==> config.mk <==
export PLATFORM = sky130hd
export DESIGN_NAME = i2c_tgt_rxq
export DESIGN_NICKNAME = d
export VERILOG_FILES = /design/src/rtl/i2c_tgt_rxq_pkg.sv /design/src/rtl/i2c_tgt_rxq_cond.sv /design/src/rtl/i2c_tgt_rxq_dec.sv /design/src/rtl/i2c_tgt_rxq_fifo.sv /design/src/rtl/i2c_tgt_rxq.sv
export SDC_FILE = /design/constraint.sdc
export NUM_CORES = 1
export LEC_CHECK = 0
export BUFFER_PORTS_ARGS = -buffer_cell sky130_fd_sc_hd__buf_2
export CAP_MARGIN = 30
export CORE_UTILIZATION = 40
export DETAILED_ROUTE_END_ITERATION = 12
export PLACE_DENSITY_LB_ADDON = 0.08
export SYNTH_ARGS = -nofsm -noshare
export SYNTH_HDL_FRONTEND = slang
export SYNTH_SLANG_ARGS = --single-unit
==> constraint.sdc <==
create_clock -name clk -period 2.9 [get_ports clk]
set_input_delay 0.435 -clock clk [delete_from_list [all_inputs] [get_ports clk]]
set_output_delay 0.435 -clock clk [all_outputs]
set_load 0.005 [all_outputs]
==> src/rtl/i2c_tgt_rxq_pkg.sv <==
package i2c_tgt_rxq_pkg;

  localparam int ADDR_W = 10;
  localparam int FLAG_W = 7;

  localparam int F_HIT1   = 0;
  localparam int F_HIT2   = 1;
  localparam int F_ACKD   = 2;
  localparam int F_TONAK  = 3;
  localparam int F_FIRST  = 4;
  localparam int F_RSTART = 5;
  localparam int F_STOP   = 6;

  typedef struct packed {
    logic [FLAG_W-1:0] flags;
    logic [7:0]        data;
  } entry_t;

  typedef enum logic [1:0] {TGT_NONE, TGT_A1, TGT_A2, TGT_GC} tgt_e;

  typedef enum logic [2:0] {PH_IDLE, PH_ADDR, PH_ADDR_LO, PH_DATA, PH_SKIP} phase_e;

  // 7-bit write address hit
  function automatic logic hit7(input logic [7:0] b, input logic en, input logic ten,
                                input logic [ADDR_W-1:0] a);
    return en && !ten && !b[0] && (b[7:1] == a[6:0]);
  endfunction

  // 10-bit header (write) hit
  function automatic logic hit10_hdr(input logic [7:0] b, input logic en, input logic ten,
                                     input logic [ADDR_W-1:0] a);
    return en && ten && (b[7:3] == 5'b11110) && (b[2:1] == a[9:8]) && !b[0];
  endfunction

endpackage

==> src/rtl/i2c_tgt_rxq_cond.sv <==
module i2c_tgt_rxq_cond (
  input  logic clk,
  input  logic rst_n,
  input  logic scl_i,
  input  logic sda_i,
  output logic scl_rise_o,
  output logic scl_fall_o,
  output logic start_o,
  output logic stop_o
);
  logic scl_q, sda_q;

  always_ff @(posedge clk or negedge rst_n) begin
    if (!rst_n) begin
      scl_q <= 1'b1;
      sda_q <= 1'b1;
    end else begin
      scl_q <= scl_i;
      sda_q <= sda_i;
    end
  end

  assign scl_rise_o = scl_i && !scl_q;
  assign scl_fall_o = !scl_i && scl_q;
  assign start_o    = scl_i && scl_q && sda_q && !sda_i;
  assign stop_o     = scl_i && scl_q && !sda_q && sda_i;
endmodule

==> src/rtl/i2c_tgt_rxq_dec.sv <==
module i2c_tgt_rxq_dec
  import i2c_tgt_rxq_pkg::*;
(
  input  logic [7:0]        byte_i,
  input  logic [5:0]        dec_i,
  input  logic [ADDR_W-1:0] a1_i,
  input  logic [ADDR_W-1:0] a2_i,
  input  logic              self_gc_i,
  input  logic [1:0]        cand_i,
  output tgt_e              tgt7_o,
  output logic [1:0]        cand_o,
  output tgt_e              tgt10_o
);
  logic gc_ok;

  assign gc_ok = (byte_i == 8'h00) && (self_gc_i ? dec_i[0] : dec_i[1]);

  assign cand_o[0] = hit10_hdr(byte_i, dec_i[2], dec_i[3], a1_i);
  assign cand_o[1] = hit10_hdr(byte_i, dec_i[4], dec_i[5], a2_i);

  always_comb begin
    if (gc_ok)                                   tgt7_o = TGT_GC;
    else if (hit7(byte_i, dec_i[2], dec_i[3], a1_i)) tgt7_o = TGT_A1;
    else if (hit7(byte_i, dec_i[4], dec_i[5], a2_i)) tgt7_o = TGT_A2;
    else                                         tgt7_o = TGT_NONE;
  end

  always_comb begin
    if (cand_i[0] && (byte_i == a1_i[7:0]))      tgt10_o = TGT_A1;
    else if (cand_i[1] && (byte_i == a2_i[7:0])) tgt10_o = TGT_A2;
    else                                         tgt10_o = TGT_NONE;
  end
endmodule

==> src/rtl/i2c_tgt_rxq_fifo.sv <==
module i2c_tgt_rxq_fifo #(
  parameter int DEPTH = 4,
  parameter int W     = 15,
  localparam int PW   = (DEPTH > 1) ? $clog2(DEPTH) : 1,
  localparam int LW   = $clog2(DEPTH + 1)
) (
  input  logic         clk,
  input  logic         rst_n,
  input  logic         push_i,
  input  logic [W-1:0] din_i,
  input  logic         pop_i,
  output logic [W-1:0] dout_o,
  output logic         full_o,
  output logic         empty_o,
  output logic [LW-1:0] lvl_o
);
  logic [W-1:0]  mem [DEPTH];
  logic [PW-1:0] wp, rp;
  logic [LW-1:0] cnt;
  logic          do_push, do_pop;

  function automatic logic [PW-1:0] step(input logic [PW-1:0] p);
    return (p == PW'(DEPTH - 1)) ? '0 : p + 1'b1;
  endfunction

  assign full_o  = (cnt == LW'(DEPTH));
  assign empty_o = (cnt == '0);
  assign do_push = push_i && !full_o;
  assign do_pop  = pop_i && !empty_o;
  assign dout_o  = mem[rp];
  assign lvl_o   = cnt;

  always_ff @(posedge clk) begin
    if (do_push) mem[wp] <= din_i;
  end

  always_ff @(posedge clk or negedge rst_n) begin
    if (!rst_n) begin
      wp  <= '0;
      rp  <= '0;
      cnt <= '0;
    end else begin
      if (do_push) wp <= step(wp);
      if (do_pop)  rp <= step(rp);
      case ({do_push, do_pop})
        2'b10:   cnt <= cnt + 1'b1;
        2'b01:   cnt <= cnt - 1'b1;
        default: cnt <= cnt;
      endcase
    end
  end
endmodule

==> src/rtl/i2c_tgt_rxq.sv <==
module i2c_tgt_rxq
  import i2c_tgt_rxq_pkg::*;
#(
  parameter int DEPTH = 4,
  localparam int LVL_W = $clog2(DEPTH + 1)
) (
  input  logic              clk,
  input  logic              rst_n,
  input  logic              scl_i,
  input  logic              sda_i,
  output logic              sda_pull_o,
  input  logic [5:0]        dec_ctl_i,
  input  logic [2:0]        ack_ctl_i,
  input  logic [ADDR_W-1:0] own_a1_i,
  input  logic [ADDR_W-1:0] own_a2_i,
  input  logic              self_gc_i,
  input  logic              pop_i,
  output logic [7:0]        head_data_o,
  output logic [FLAG_W-1:0] head_flags_o,
  output logic              svc_o,
  output logic              wr_done_o
);
  // bus events
  logic scl_rise, scl_fall, start_ev, stop_ev;

  i2c_tgt_rxq_cond u_cond (
    .clk(clk), .rst_n(rst_n), .scl_i(scl_i), .sda_i(sda_i),
    .scl_rise_o(scl_rise), .scl_fall_o(scl_fall), .start_o(start_ev), .stop_o(stop_ev)
  );

  // protocol state
  phase_e     phase_q, ph_nxt;
  tgt_e       tgt_q, tgt_nxt;
  logic [1:0] cand_q;
  logic [3:0] bit_q;
  logic [7:0] sh_q;
  logic       in_ack_q, pull_q, active_q, first_q, done_q;

  // decode
  tgt_e       tgt7, tgt10;
  logic [1:0] cand;

  i2c_tgt_rxq_dec u_dec (
    .byte_i(sh_q), .dec_i(dec_ctl_i), .a1_i(own_a1_i), .a2_i(own_a2_i),
    .self_gc_i(self_gc_i), .cand_i(cand_q),
    .tgt7_o(tgt7), .cand_o(cand), .tgt10_o(tgt10)
  );

  // queue
  logic             push_req, fifo_full, fifo_empty;
  logic [LVL_W-1:0] fifo_lvl;
  entry_t           push_ent, head;

  i2c_tgt_rxq_fifo #(.DEPTH(DEPTH), .W($bits(entry_t))) u_fifo (
    .clk(clk), .rst_n(rst_n), .push_i(push_req), .din_i(push_ent), .pop_i(pop_i),
    .dout_o(head), .full_o(fifo_full), .empty_o(fifo_empty), .lvl_o(fifo_lvl)
  );

  // named internal events
  logic byte_done, counting, in_data, data_ack_en, ack_now, adr_hit;

  assign counting  = (phase_q == PH_ADDR) || (phase_q == PH_ADDR_LO) || (phase_q == PH_DATA);
  assign byte_done = scl_fall && !in_ack_q && (bit_q == 4'd8) && counting;
  assign in_data   = (phase_q == PH_DATA);

  always_comb begin
    case (tgt_q)
      TGT_A1:  data_ack_en = ack_ctl_i[0];
      TGT_A2:  data_ack_en = ack_ctl_i[1];
      TGT_GC:  data_ack_en = ack_ctl_i[2];
      default: data_ack_en = 1'b0;
    endcase
  end

  always_comb begin
    ack_now  = 1'b0;
    push_req = 1'b0;
    push_ent = '0;
    ph_nxt   = phase_q;
    tgt_nxt  = tgt_q;
    adr_hit  = 1'b0;
    if (start_ev || stop_ev) begin
      if (active_q && !fifo_full) begin
        push_req = 1'b1;
        if (start_ev) push_ent.flags[F_RSTART] = 1'b1;
        else          push_ent.flags[F_STOP]   = 1'b1;
      end
    end else if (byte_done) begin
      case (phase_q)
        PH_ADDR: begin
          if (cand != 2'b00) begin
            ack_now = 1'b1;
            ph_nxt  = PH_ADDR_LO;
          end else if (tgt7 != TGT_NONE) begin
            ack_now = 1'b1;
            ph_nxt  = PH_DATA;
            tgt_nxt = tgt7;
            adr_hit = 1'b1;
          end else begin
            ph_nxt  = PH_SKIP;
          end
        end
        PH_ADDR_LO: begin
          if (tgt10 != TGT_NONE) begin
            ack_now = 1'b1;
            ph_nxt  = PH_DATA;
            tgt_nxt = tgt10;
            adr_hit = 1'b1;
          end else begin
            ph_nxt  = PH_SKIP;
          end
        end
        PH_DATA: begin
          if (!fifo_full) begin
            ack_now                 = data_ack_en;
            push_req                = 1'b1;
            push_ent.data           = sh_q;
            push_ent.flags[F_HIT1]  = (tgt_q == TGT_A1) || (tgt_q == TGT_GC);
            push_ent.flags[F_HIT2]  = (tgt_q == TGT_A2) || (tgt_q == TGT_GC);
            push_ent.flags[F_ACKD]  = data_ack_en;
            push_ent.flags[F_FIRST] = first_q;
          end
        end
        default: ;
      endcase
    end
  end

  always_ff @(posedge clk or negedge rst_n) begin
    if (!rst_n) begin
      phase_q  <= PH_IDLE;
      tgt_q    <= TGT_NONE;
      cand_q   <= '0;
      bit_q    <= '0;
      sh_q     <= '0;
      in_ack_q <= 1'b0;
      pull_q   <= 1'b0;
      active_q <= 1'b0;
      first_q  <= 1'b0;
      done_q   <= 1'b0;
    end else begin
      done_q <= stop_ev && active_q;
      if (start_ev || stop_ev) begin
        phase_q  <= start_ev ? PH_ADDR : PH_IDLE;
        tgt_q    <= TGT_NONE;
        cand_q   <= '0;
        bit_q    <= '0;
        in_ack_q <= 1'b0;
        pull_q   <= 1'b0;
        active_q <= 1'b0;
        first_q  <= 1'b0;
      end else if (byte_done) begin
        in_ack_q <= 1'b1;
        pull_q   <= ack_now;
        phase_q  <= ph_nxt;
        tgt_q    <= tgt_nxt;
        if (phase_q == PH_ADDR) cand_q <= cand;
        if (adr_hit) begin
          active_q <= 1'b1;
          first_q  <= 1'b1;
        end else if (in_data) begin
          first_q  <= 1'b0;
        end
      end else if (scl_fall && in_ack_q) begin
        in_ack_q <= 1'b0;
        pull_q   <= 1'b0;
        bit_q    <= '0;
      end else if (scl_rise && !in_ack_q && counting && (bit_q < 4'd8)) begin
        sh_q  <= {sh_q[6:0], sda_i};
        bit_q <= bit_q + 1'b1;
      end
    end
  end

  assign sda_pull_o   = pull_q;
  assign wr_done_o    = done_q;
  assign svc_o        = !fifo_empty;
  assign head_data_o  = fifo_empty ? '0 : head.data;
  assign head_flags_o = fifo_empty ? '0 : head.flags;
endmodule

* Word-level counts from Yosys, hierarchy flattened
Memories as Yosys holds them, arrays and structs flattened.
Index checks and enable logic that the tools add are counted.
** Operators by class
- Bitwise gates (word level) :: 3
- Eq/ne operators :: 23
- Add/sub/neg operators :: 5
- Magnitude comparators :: 1
- Mux-type cells :: 72
- Reduce and logical (&&, ||, !) cells :: 70
** Operator list (number)
- $mux W11 :: 4
- $logic_and A1 B1 Y1 :: 35
- $mux W1 :: 34
- $mux W2 :: 17
- $eq A8 B8 Y1 :: 2
- $mux W4 :: 4
- $mux W3 :: 5
- $eq A7 B7 Y1 :: 2
- $reduce_bool A2 Y1 :: 7
- $pmux W3 S2 :: 2
- $reduce_bool A3 Y1 :: 4
- $eq A2 B2 Y1 const B :: 5
- $logic_not A1 Y1 :: 10
- $reduce_and A2 Y1 :: 5
- $logic_not A8 Y1 :: 1
- $mux W8 :: 1
- $mux W7 :: 1
- $eq A3 B2 Y1 const B :: 2
- $ne A3 B1 Y1 const B :: 2
- $pmux W1 S3 :: 2
- $eq A5 B5 Y1 const B :: 1
- $logic_or A1 B1 Y1 :: 5
- $reduce_and A5 Y1 :: 1
- $add A2 B1 Y2 const B :: 2
- other kinds (16) :: 20
** Word-level totals
- Memory bits (writable) :: 56
- Bits of input ports :: 35
- Memories :: 1
- Logic and storage cells :: 190
- Register bits after elaboration :: 33
** Memory list
- u_fifo.mem :: depth 4, width 14, rd ports 1, clocked after memory_dff 0, write ports 1, RTL line i2c_tgt_rxq_fifo.sv:17 : logic [W-1:0] mem [DEPTH];

* Depth between registers and ports, before layout
Gate-level depths: netlist (run 1).
- Depth in word-level cells :: 16
- Mapped depth :: 13
- Gate-level depth less buffers :: 13

* Hierarchy
From an unflattened synthesis (run 1), not the netlist that was laid out.
** Unflattened totals
- Cell total of the unflattened synthesis :: 344
- Area total of the unflattened synthesis :: 4815.9 µm²
** By module, submodules not included
- i2c_tgt_rxq_fifo :: cells each 119, instances 1, area each 2653.8 µm², sequential area each 1976.9 µm²
- i2c_tgt_rxq :: cells each 150, instances 1, area each 1539.0 µm², sequential area each 600.6 µm²
- i2c_tgt_rxq_dec :: cells each 69, instances 1, area each 538.0 µm², sequential area each 0.0 µm²
- i2c_tgt_rxq_cond :: cells each 6, instances 1, area each 85.1 µm², sequential area each 52.6 µm²

* Worst setup path before layout (run 1)
Ideal clock, no wire load.
- Kind :: reg-to-reg
- Start point :: register u_cond.sda_q
- End point :: register u_fifo.cnt[1], in the netlist u_fifo.lvl_o[1]
- Cell stages (with the launch flop) :: 10
- Buffers on the path :: 0
- Setup slack :: 0.600 ns
- Arrival :: 2.218 ns
- Data required time :: 2.817 ns
- Cells stage by stage :: dfstp_2 xor2_1 nor2b_1 nand2_1 a21oi_1 inv_1 ha_1 inv_1 fa_1 o21ai_0
** Between the ends
- Cells in the longest elaborated chain, start to end :: 8
- Elaborated cells between the ends (all ways) :: 12
- Those cells by class :: eq/ne (2); mux (2); reduce/logical (8)
** RTL lines
- start, declared :: RTL line i2c_tgt_rxq_cond.sv:11 : logic scl_q, sda_q;
- start signal, assigned :: RTL line i2c_tgt_rxq_cond.sv:19 : sda_q <= sda_i;
- $logic_not A1 Y1 :: RTL line i2c_tgt_rxq_cond.sv:26 : assign stop_o = scl_i && scl_q && !sda_q && sda_i;
- $logic_and A1 B1 Y1 (2 in a row) :: RTL line i2c_tgt_rxq_cond.sv:26
- $logic_or A1 B1 Y1 * :: RTL line i2c_tgt_rxq.sv:82 : if (start_ev || stop_ev) begin
- $mux W1 * :: RTL line i2c_tgt_rxq.sv:82
- $logic_and A1 B1 Y1 * :: RTL line i2c_tgt_rxq_fifo.sv:28 : assign do_push = push_i && !full_o;
- $eq A2 B1 Y1 or $eq A2 B2 Y1 (tied branches) :: RTL line i2c_tgt_rxq_fifo.sv:45 : case ({do_push, do_pop})
- $pmux W3 S2 or $reduce_bool A2 Y1 (tied branches)
- end signal, assigned :: RTL line i2c_tgt_rxq_fifo.sv:46 : 2'b10: cnt <= cnt + 1'b1;
- end signal, assigned :: RTL line i2c_tgt_rxq_fifo.sv:47 : 2'b01: cnt <= cnt - 1'b1;
- end signal, assigned :: RTL line i2c_tgt_rxq_fifo.sv:48 : default: cnt <= cnt;
- end, declared :: RTL line i2c_tgt_rxq_fifo.sv:19 : logic [LW-1:0] cnt;
Mark *: on every way between the ends. The rest lies on a longest branch, timed or not.
A chain may end at the register's enable or synchronous reset.

* Worst setup path in the final report (run 1)
- Start point :: register bit_q[0]
- End point :: register tgt_q[0]
** Between the ends
- Cells in the longest elaborated chain, start to end :: 5
** RTL lines
- start, declared :: RTL line i2c_tgt_rxq.sv:35 : logic [3:0] bit_q;
- start signal, assigned :: RTL line i2c_tgt_rxq.sv:170 : bit_q <= bit_q + 1'b1;
- $eq A4 B4 Y1 :: RTL line i2c_tgt_rxq.sv:63 : assign byte_done = scl_fall && !in_ack_q && (bit_q == 4'd8) && counting;
- $logic_and A1 B1 Y1 (2 in a row) :: RTL line i2c_tgt_rxq.sv:63
- $reduce_bool A2 Y1 (no line)
- $reduce_and A5 Y1 (no line)
- end signal, assigned :: RTL line i2c_tgt_rxq.sv:156 : tgt_q <= tgt_nxt;
- end, declared :: RTL line i2c_tgt_rxq.sv:33 : tgt_e tgt_q, tgt_nxt;
Every way passes these cells.

==> run_results.csv, run 1 <==
group,metric,value,unit
worst_setup_path,crit_chain,"inv_1, ha_1, nand4b_1, or4b_1, or3_4, a211oi_2, mux2i_1",
clock_network,cts.htree.levels,3,
final_layout,seq_area,0.00251,sq mm
detailed_routing,drt-pass1-iter-count,4,
final_layout,diodes,0,
synthesis,yosys.area.top_type_share,37.5,%
clock_network,path_clk_slew,0.09,ns
grt,grt_pass1_vias,2812,
final_layout,multi_input_area,0.00184,sq mm
synthesis,synthCells,355,
detailed_routing,ant_nets,0,
grt,grt_max_degree,34,
synthesis,synth_area_leaders,"edfxtp_1 37%, dfrtp_1 17%, mux4_2 7.0%",
timing,worst_slew_pin_slew,0.776,ns
clock_network,cts_buffers,9,
timing,fmax,419,MHz
detailed_routing,drt-total-wl,9100,microns
grt,grt_pass1_wl,14700,microns
power,ir_drop,0.257,mV
die,core_area,0.0109,sq mm
final_layout,drive_gt1_share,26.0,%
die,die_w,108,microns
timing,period_minus_slack,2.39,ns
clock_network,cts_tree,"yes",
worst_setup_path,crit_fanout,8,
die,die_height,108,microns
timing,max-slew-margin-rel,48.3,%
worst_setup_path,slowest_delay,0.65,ns
final_layout,fillers,1052,
synthesis,synth_cell_types,52,
synthesis,yosysWarnings,0,
synthesis,ys_top_cells_by_count,"56 x edfxtp_1, 43 x nand2_1, 32 x and2_1",
clock_network,clk_path_buf_depth,2,
placed_design,dpl_cell_area,0.00490,sq mm
clock_network,cts_num_sinks,89,
worst_setup_path,arrival,2.67,ns
detailed_routing,vias_per_cell,5.01,
die,num_io_pins,53,
clock_network,insertion_delay,0.36,ns
worst_setup_path,critical_path.top_delay_family,"simple AND/OR/NAND/NOR gates",
clock_network,clockRootBuffer,"clkbuf_8",
detailed_routing,num_vias,2788,
worst_setup_path,critPathBufInv,1,
synthesis,post-synth-top-area-cell,"edfxtp_1",
power,p_leak,1.99,nW
timing,rsz0062_at_grt,"false",
final_layout,fin_area,0.00507,sq mm
placed_design,dp_hpwl,6570,microns
worst_hold_path,hold_path.class,"input port to async pin",
detailed_routing,drcViolationCount,0,
synthesis,synth_edf_count,56,
grt,grtUsageTotal,17.1,%
worst_setup_path,worst_setup_path_end_kind,"flip-flop",
final_layout,area_growth,13.1,%
synthesis,yosysMostFrequentCell,"edfxtp_1",
worst_setup_path,critical_path.startpoint_type,"flip-flop",
grt,overflow,0,
synthesis,synth_nets,399,
power,p_total,2.86,mW
placed_design,portBuffers,51,
detailed_routing,routedWlPerCell,16.4,microns
synthesis,ys.flop_type,"edfxtp_1",
timing,hold_ws,0.145,ns
timing,setup_tns,0,ns
die,fp.dieArea,0.0116,sq mm
placed_design,globalplace.congestion,0.768,
final_layout,final_util,46.6,%
worst_setup_path,worstPathRequired,3.18,ns
final_layout,final_nets,455,
detailed_routing,drtIter0Drc,97,
synthesis,synth.cell_area,0.00449,sq mm
grt,antenna_found_initial,0,
synthesis,postSynthAreaPerCell,12.6,sq um
power,p_per_area,565,mW/mm^2
die,initial_core_util,41.2,%
clock_network,cts_hold_repair.buffers,0,
timing,hold_violations,0,
worst_setup_path,critPathKind,"flip-flop to flip-flop",
timing,fin_skew,0.0117,ns
status,outcome,"completed",
clock_network,cts.repair.resized,0,
synthesis,ys_seq_area_share,56.0,%
clock_network,cts_setup_buffers,0,
timing,setup_violations,0,
timing,slew_violations,0,
synthesis,yosys_register_bits,89,
synthesis,synth-async-reset-ratio,37.1,%
die,rows,38,
timing,finalCritPeriodShare,82.4,%
worst_setup_path,critPathSlowestCell,"or4b_1",
job,maxCapViolCount,0,
==> power breakdown <==
| part | internal (mW) | switching, mW |
|---|---|---|
| Combinational | 0.270 | 0.252 |
| Clock | 0.315 | 0.457 |
| Sequential | 1.40 | 0.171 |
| Total | 1.98 | 0.879 |
==> area by class of cell <==
type	count	share of cell area [%]
sequential	89	49.5
inverter	12	0.888
clock buffer	10	2.52
multi-input combinational	237	36.2
clock inverter	6	0.838
tap	140	3.45
timing repair buffer	62	6.66
==> logic make-up after synthesis <==
| group | Yosys count | share of synthesized area [%] |
|---|---|---|
| simple gates | 134 | 16.5 |
| flops | 89 | 56.0 |
| xor+xnor | 40 | 7.81 |
| compound gates | 33 | 5.30 |
| buf+inv | 29 | 3.12 |
| mux | 20 | 8.51 |
| fa+ha+maj | 9 | 2.68 |
| other cells | 1 | 0.0836 |
==> layout by cell type, fill, tap and decap left out, types with 6 or more instances in the layout <==
cell and instances:
buf_4 11, xor2_1 11, xnor2_1 29, dfrtp_1 31
edfxtp_1 56, o21ai_0 8, nand3_1 8, and2_1 32
nand2_1 43, ha_1 8, inv_1 12, nor2_1 9
nor3_1 6, mux4_2 14, clkbuf_8 9, buf_2 51
==> state kept, by name, indices dropped and copies added, names as in the netlist <==
name,count
u_fifo.rp,2
sda_pull_o,1
wr_done_o,1
u_cond.scl_q,1
sh_q,8
active_q,1
u_fifo.wp,2
u_fifo.lvl_o,3
tgt_q,2
u_fifo.mem,56
phase_q,3
cand_q,2
u_cond.sda_q,1
bit_q,4
in_ack_q,1
first_q,1
==> layer usage <==
layer | vias up | GRT usage (%) | part of all wire [%]
li1 | 1380 | - | -
met1 | 1353 | 21.3 | 46
met2 | 43 | 29.8 | 50
met3 | 12 | 2.60 | 2.6
met4 | 0 | 6.75 | 1.5
met5 | - | 0 | 0
==> worst paths after layout <==
| check | startpoint | end | slack [ns] | cells after the start |
|---|---|---|---|---|
| min in group clk | sda_i | u_cond.sda_q | 0.20 | 1 |
| max in group asynchronous | rst_n | cand_q[0] | 2.26 | 1 |
| max | bit_q[0] | tgt_q[0] | 0.51 | 7 |
| max reg2reg | bit_q[0] | tgt_q[0] | 0.51 | 7 |
| min | rst_n | wr_done_o | 0.15 | 1 |
| min reg2reg | u_fifo.lvl_o[2] | u_fifo.lvl_o[2] | 0.50 | 1 |
==> stage by stage <==
step                      worst slack, ns  instances
final                               0.511        556
after global routing                0.249        556
after CTS                           0.462        556
after detailed placement            0.445        540
after global placement              0.533        540
after floorplan                     0.600        355
Note: power is estimated with default switching activity, not from simulation.
==> run 2, diff against run 1 <==
--- a/config.mk
+++ b/config.mk
@@ -5,6 +5,7 @@
 export SDC_FILE = /design/constraint.sdc
 export NUM_CORES = 1
 export LEC_CHECK = 0
+export ABC_AREA = 1
 export BUFFER_PORTS_ARGS = -buffer_cell sky130_fd_sc_hd__buf_2
 export CAP_MARGIN = 30
 export CORE_UTILIZATION = 40
==> constraint.sdc (replaced) <==
create_clock -name clk -period 2.25 [get_ports clk]
set_input_delay 0.3375 -clock clk [delete_from_list [all_inputs] [get_ports clk]]
set_output_delay 0.3375 -clock clk [all_outputs]
set_load 0.005 [all_outputs]
==> run 2 against run 1 <==
  * Non-clock buffer count rose by 30
  * Hold slack got worse by 0.056 ns
  * Maximum frequency rose by 12%
  * Sequential share of layout area fell by 7.9 points
==> run_results.csv, run 2 <==
group,metric,value,unit
die,initial_core_util,41.5,%
final_layout,multi_input_area,0.00218,sq mm
power,p_comb_share,43.3,%
worst_setup_path,critical_path.startpoint_type,"flip-flop",
detailed_routing,route.met2.wl,6270,microns
synthesis,post-synth-top-area-cell,"edfxtp_1",
placed_design,portBuffers,51,
worst_setup_path,slowest_delay,0.44,ns
final_layout,fin_area,0.00603,sq mm
synthesis,ys.flop_type,"edfxtp_1",
worst_setup_path,critPathMostFrequentCell,"inv_2",
placed_design,place_inst,860,
clock_network,insertion_delay,0.34,ns
synthesis,synth_edf_count,56,
power,p_sw,2.50,mW
final_layout,mostFrequentLayoutCell,"nand2_1",
timing,worst_slew_pin_slew,0.844,ns
timing,max-slew-margin-rel,43.8,%
power,swShare,39.5,%
synthesis,synth_area_leaders,"edfxtp_1 33%, dfrtp_1 15%, nand2_1 10%",
clock_network,cts_tree,"yes",
grt,grtUsageTotal,21.6,%
timing,rsz0062_at_grt,"true",
timing,setup_tns,0,ns
final_layout,final_cell_mix,"132 x nand2_1, 105 x nor2_1, 66 x inv_1, 56 x edfxtp_1, 55 x o21ai_0",
clock_network,path_clk_slew,0.06,ns
power,p_clk_share,21.9,%
detailed_routing,wl_met1,5960,microns
timing,period_minus_slack,2.14,ns
grt,overflow,0,
timing,setup_violations,0,
synthesis,yosys.area.top_type_share,33.3,%
clock_network,cts_num_sinks,89,
power,internal_power,3.83,mW
detailed_routing,ant_nets,0,
status,outcome,"completed",
synthesis,yosys_register_bits,89,
timing,fmax,467,MHz
final_layout,drive_gt1_share,19.6,%
job,maxCapViolCount,0,
detailed_routing,drtIter0Drc,240,
die,die_height,114,microns
synthesis,yosysWarnings,0,
power,p_per_area,1050,mW/mm^2
detailed_routing,met3WireLength,623,microns
timing,fin_skew,0.00828,ns
final_layout,largest_register,"u_fifo.mem",
placed_design,globalplace.congestion,0.881,
worst_setup_path,crit_chain,"inv_1, ha_1, nand3_1, nor2_1, nand3_2, nor2_2, o21a_1, inv_2, ha_4, inv_2, fa_2, o21ai_2",
final_layout,final_util,49.6,%
clock_network,clk_path_buf_depth,2,
detailed_routing,num_vias,4438,
clock_network,clockRootBuffer,"clkbuf_16",
synthesis,synth.cell_area,0.00505,sq mm
synthesis,synthCells,630,
final_layout,seq_area,0.00251,sq mm
die,rows,40,
die,num_io_pins,53,
die,fp.dieArea,0.0131,sq mm
timing,finalCritPeriodShare,95.2,%
detailed_routing,drt-pass1-iter-count,5,
die,core_area,0.0122,sq mm
timing,hold_violations,0,
detailed_routing,drcViolationCount,0,
placed_design,dp_hpwl,9660,microns
clock_network,cts.htree.levels,3,
power,p_leak,2.65,nW
final_layout,finalNonFillerCells,886,
final_layout,diodes,0,
grt,antenna_found_initial,0,
worst_setup_path,crit_fanout,2,
synthesis,ys_seq_area_share,49.7,%
synthesis,synth-async-reset-ratio,37.1,%
placed_design,dpl_cell_area,0.00563,sq mm
clock_network,cts_buffers,9,
grt,grt_pass1_vias,4285,
timing,slew_violations,0,
final_layout,area_growth,19.6,%
grt,grt_pass1_wl,21300,microns
detailed_routing,vias_per_cell,5.01,
worst_setup_path,arrival,2.41,ns
grt,grt_max_degree,34,
worst_setup_path,worstPathRequired,2.52,ns
power,ir_drop,0.508,mV
synthesis,synth_nets,674,
synthesis,postSynthAreaPerCell,8.01,sq um
final_layout,final_nets,757,
synthesis,synth_cell_types,36,
detailed_routing,drt-total-wl,13100,microns
die,die_w,114,microns
detailed_routing,routedWlPerCell,14.8,microns
power,seqPwrFrac,34.8,%
worst_hold_path,hold_path.class,"input port to async pin",
detailed_routing,top_layer,"met4",
synthesis,ys_top_cells_by_count,"135 x nand2_1, 106 x nor2_1, 69 x inv_1",
worst_setup_path,critPathSlowestCell,"fa_2",
worst_setup_path,critPathKind,"flip-flop to flip-flop",
synthesis,yosysMostFrequentCell,"nand2_1",
final_layout,largest_register_ff_count,56,
worst_setup_path,worst_setup_path_end_kind,"flip-flop",
final_layout,reg.largest.list,"u_fifo.mem x56, sh_q x8, bit_q x4",
final_layout,fillers,1200,
run 2: cell count changes in the layout (fill, tap and decap cells not counted), sizes merged, moves of 31 or more:
cell	delta
nand2	+94
o21ai	+51
and2	-31
nand3	+35
inv	+63
nor2	+98
run 2: logic make-up after synthesis:
logic type	after synthesis	synth area share (%)
xor+xnor	14	2.43
flops	89	49.7
simple gates	335	28.7
buf+inv	98	8.16
other cells	1	0.0743
compound gates	84	8.55
fa+ha+maj	9	2.38
run 2: through the flow:
step                      setup slack (ns)  power [mW]  hold WS (ns)
after floorplan                    -0.0551        3.90        0.0419
after global placement             -0.0432        4.75         0.455
after detailed placement            -0.100        4.80         0.455
after CTS                           0.0354        6.30        0.0842
after global routing               -0.0230        6.84        0.0826
final                                0.108        6.33        0.0892
run 2: worst paths after layout:
kind                             from               to  slack (ns)  depth (start not counted)
hold / removal                  rst_n          sh_q[7]        0.09                          1
setup reg to reg             bit_q[1]  u_fifo.lvl_o[1]        0.11                         12
min in group clk                sda_i     u_cond.sda_q        0.10                          1
setup / recovery             bit_q[1]  u_fifo.lvl_o[1]        0.11                         12
max in group asynchronous       rst_n        cand_q[1]        1.62                          1
hold reg to reg            sda_pull_o       sda_pull_o        0.51                          2
run 2: power by group through the flow:
| stage | combinational, mW | clock, mW | sequential (mW) |
|---|---|---|---|
| finish | 2.74 | 1.39 | 2.20 |
| global route | 3.12 | 1.49 | 2.23 |
| CTS | 2.68 | 1.43 | 2.19 |
| detailed placement | 2.58 | 0 | 2.22 |
| global placement | 2.55 | 0 | 2.21 |
| floorplan | 1.78 | 0 | 2.13 |
run 2: worst max-delay path, delay by kind of cell (launching register included):
family                   cells  cell delay [ns]
adder cells (fa/ha/maj)      3             0.72
AND/OR/NAND/NOR              4             0.44
flip-flops                   1             0.37
AO/OA/AOI/OAI                2             0.33
buffers and inverters        3             0.20
run 2: final cells by class:
cell class                      instances  area share (%)
Timing Repair Buffer                   92            9.39
Inverter                               78            4.89
Clock inverter                          5           0.518
Multi-Input combinational cell        443            36.1
Tap cell                              168            3.48
Clock buffer                           11            4.02
Sequential cell                        89            41.6
run 2: repair_timing:
item,in CTS,in global routing
hold buffers,0,0
setup endpoints to repair,1,11
buffers inserted,8,2
pin swaps,1,6
gates resized for setup,4,15
run 2: per-layer routing:
metal	global-route usage, %	vias to the layer above
met5	0	-
met4	7.97	0
met3	4.45	26
met2	36.9	128
met1	27.1	2059
li1	-	2225
==> run 3, diff against run 2 <==
--- a/config.mk
+++ b/config.mk
@@ -10,7 +10,8 @@
 export CAP_MARGIN = 30
 export CORE_UTILIZATION = 40
 export DETAILED_ROUTE_END_ITERATION = 12
-export PLACE_DENSITY_LB_ADDON = 0.08
+export GPL_ROUTABILITY_DRIVEN = 0
+export SETUP_SLACK_MARGIN = 0.4
 export SYNTH_ARGS = -nofsm -noshare
 export SYNTH_HDL_FRONTEND = slang
 export SYNTH_SLANG_ARGS = --single-unit
==> run 3 against run 2 <==
  * Via count grew 0.54%
  * Clock skew shrank 0.0030 ns
  * Routed wire length grew 0.68%
  * Hold slack lost 0.0066 ns
  * Combinational power grew 7.3%
  * Critical path depth is the same
  * Register-to-register slack lost 0.04 ns
  * Global-route usage shrank 0.079 points
  * First-iteration DRC count grew 18%
  * Cell area grew 8.4%
  * Clock power grew 4%
  * Sequential share of layout area shrank 3.1 points
  * Critical path type unchanged
  * Largest cell class unchanged
==> run_results.csv, run 3 (synthesized netlist as in run 2, its figures left out) <==
group,metric,value,unit
worst_setup_path,critPathKind,"flip-flop to flip-flop",
die,fp.dieArea,0.0131,sq mm
timing,fin_skew,0.00525,ns
clock_network,clk_path_buf_depth,2,
clock_network,path_clk_slew,0.06,ns
worst_setup_path,crit_fanout,3,
worst_setup_path,worstPathRequired,2.48,ns
detailed_routing,drt-pass1-iter-count,5,
final_layout,largest_register_ff_count,56,
final_layout,area_growth,29.6,%
final_layout,mostFrequentLayoutCell,"nand2_1",
clock_network,cts_buffers,9,
placed_design,portBuffers,51,
die,die_height,114,microns
worst_hold_path,hold_path.class,"input port to async pin",
timing,hold_violations,0,
grt,grtUsageTotal,21.6,%
timing,setup_violations,0,
die,core_area,0.0122,sq mm
detailed_routing,drtIter0Drc,283,
clock_network,insertion_delay,0.35,ns
worst_setup_path,critPathMostFrequentCell,"nand2_2",
die,initial_core_util,41.5,%
worst_setup_path,crit_chain,"nor2_1, nand2_2, nand2_2, buf_4, o21a_1, inv_2, ha_4, inv_4, fa_2, a21oi_2, o21ai_2, xor2_1",
final_layout,drive_gt1_share,26.2,%
final_layout,largest_register,"u_fifo.mem",
timing,worst_slack,0.0652,ns
grt,overflow,0,
grt,grt_pass1_vias,4227,
timing,period_minus_slack,2.18,ns
final_layout,final_util,53.8,%
worst_setup_path,critPathSlowestCell,"dfstp_2",
final_layout,reg.largest.list,"u_fifo.mem x56, sh_q x8, bit_q x4",
detailed_routing,drcViolationCount,0,
detailed_routing,num_vias,4462,
timing,max-slew-margin-rel,45.4,%
timing,finalCritPeriodShare,97.1,%
die,die_w,114,microns
final_layout,final_cell_mix,"131 x nand2_1, 100 x nor2_1, 58 x inv_1, 56 x edfxtp_1, 55 x o21ai_0",
timing,slew_violations,0,
worst_setup_path,arrival,2.41,ns
clock_network,cts_num_sinks,89,
power,p_leak,2.79,nW
power,p_total,6.62,mW
status,outcome,"completed",
power,ir_drop,0.393,mV
final_layout,final_nets,764,
final_layout,fillers,1126,
worst_setup_path,r2r_cells,12,
job,maxCapViolCount,0,
final_layout,diodes,0,
clock_network,clockRootBuffer,"clkbuf_16",
die,num_io_pins,53,
grt,antenna_found_initial,0,
grt,grt_pass1_wl,21300,microns
detailed_routing,drt-total-wl,13200,microns
placed_design,pre_cts_slack,0.00382,ns
detailed_routing,ant_nets,0,
clock_network,cts_hold_repair.buffers,0,
grt,grt_max_degree,34,
timing,setup_tns,0,ns
clock_network,cts_tree,"yes",
power,p_per_area,1010,mW/mm^2
detailed_routing,vias_per_cell,5.00,
worst_setup_path,slowest_delay,0.55,ns
timing,rsz0062_at_grt,"true",
timing,worst_slew_pin_slew,0.819,ns
clock_network,cts.htree.levels,3,
placed_design,dp_hpwl,9030,microns
detailed_routing,routedWlPerCell,14.8,microns
worst_setup_path,worst_setup_path_end_kind,"flip-flop",
timing,fmax,458,MHz
worst_setup_path,critical_path.startpoint_type,"flip-flop",
die,rows,40,
[run 3: critical path: cells and delay by family (launching register included)]
family	cells	cell delay (ns)
compound gates	3	0.43
xor+xnor	1	0.14
fa+ha+maj	2	0.50
buf+inv	3	0.27
flops	1	0.55
simple gates	3	0.20
[run 3: layout make-up]
| class | count | area (sq um) | area share, % |
|---|---|---|---|
| inverters | 78 | 315 | 4.82 |
| repair buffers | 99 | 843 | 12.9 |
| clock buffers | 10 | 239 | 3.65 |
| flip-flops and latches | 89 | 2520 | 38.5 |
| multi-input cells | 443 | 2370 | 36.2 |
| well taps | 168 | 210 | 3.21 |
| clock inverters | 6 | 47.5 | 0.727 |
[run 3: routing by layer]
layer / routed length, microns / part of all wire (%) / global-route usage, %
met1: 5950 / 45 / 27.6
met2: 6560 / 50 / 36.8
met3: 552 / 4.2 / 3.97
met4: 168 / 1.3 / 7.01
met5: 0 / 0 / 0
[run 3: worst paths after layout]
| check | from | to | slack [ns] |
|---|---|---|---|
| setup / recovery | u_cond.sda_q | u_fifo.lvl_o[2] | 0.07 |
| min in group clk | sda_i | u_cond.sda_q | 0.10 |
| setup reg to reg | u_cond.sda_q | u_fifo.lvl_o[2] | 0.07 |
| max in group asynchronous | rst_n | sh_q[6] | 1.60 |
| hold reg to reg | phase_q[2] | phase_q[2] | 0.51 |
| hold / removal | rst_n | bit_q[2] | 0.08 |
[run 3: what timing repair did]
item,in CTS,in global routing
pin swaps,7,9
cloned,3,1
endpoints found under the setup margin,107,124
setup buffers,15,10
resized for setup,32,43
[run 3: report_power, final]
group	internal (mW)	switching, mW	total (mW)	leakage [nW]
Sequential	1.96	0.269	2.23	0.930
Clock	0.790	0.662	1.45	0.140
Combinational	1.18	1.75	2.94	1.72
Total	3.94	2.68	6.62	2.79
[run 3: through the flow]
| step | cells | hold slack, ns | cell area [sq um] |
|---|---|---|---|
| after detailed placement | 848 | 0.457 | 5630 |
| after floorplan | 630 | 0.0419 | 5090 |
| after global placement | 848 | 0.456 | 5630 |
| final | 893 | 0.0826 | 6540 |
| after CTS | 882 | 0.0888 | 6250 |
| after global routing | 893 | 0.0845 | 6540 |
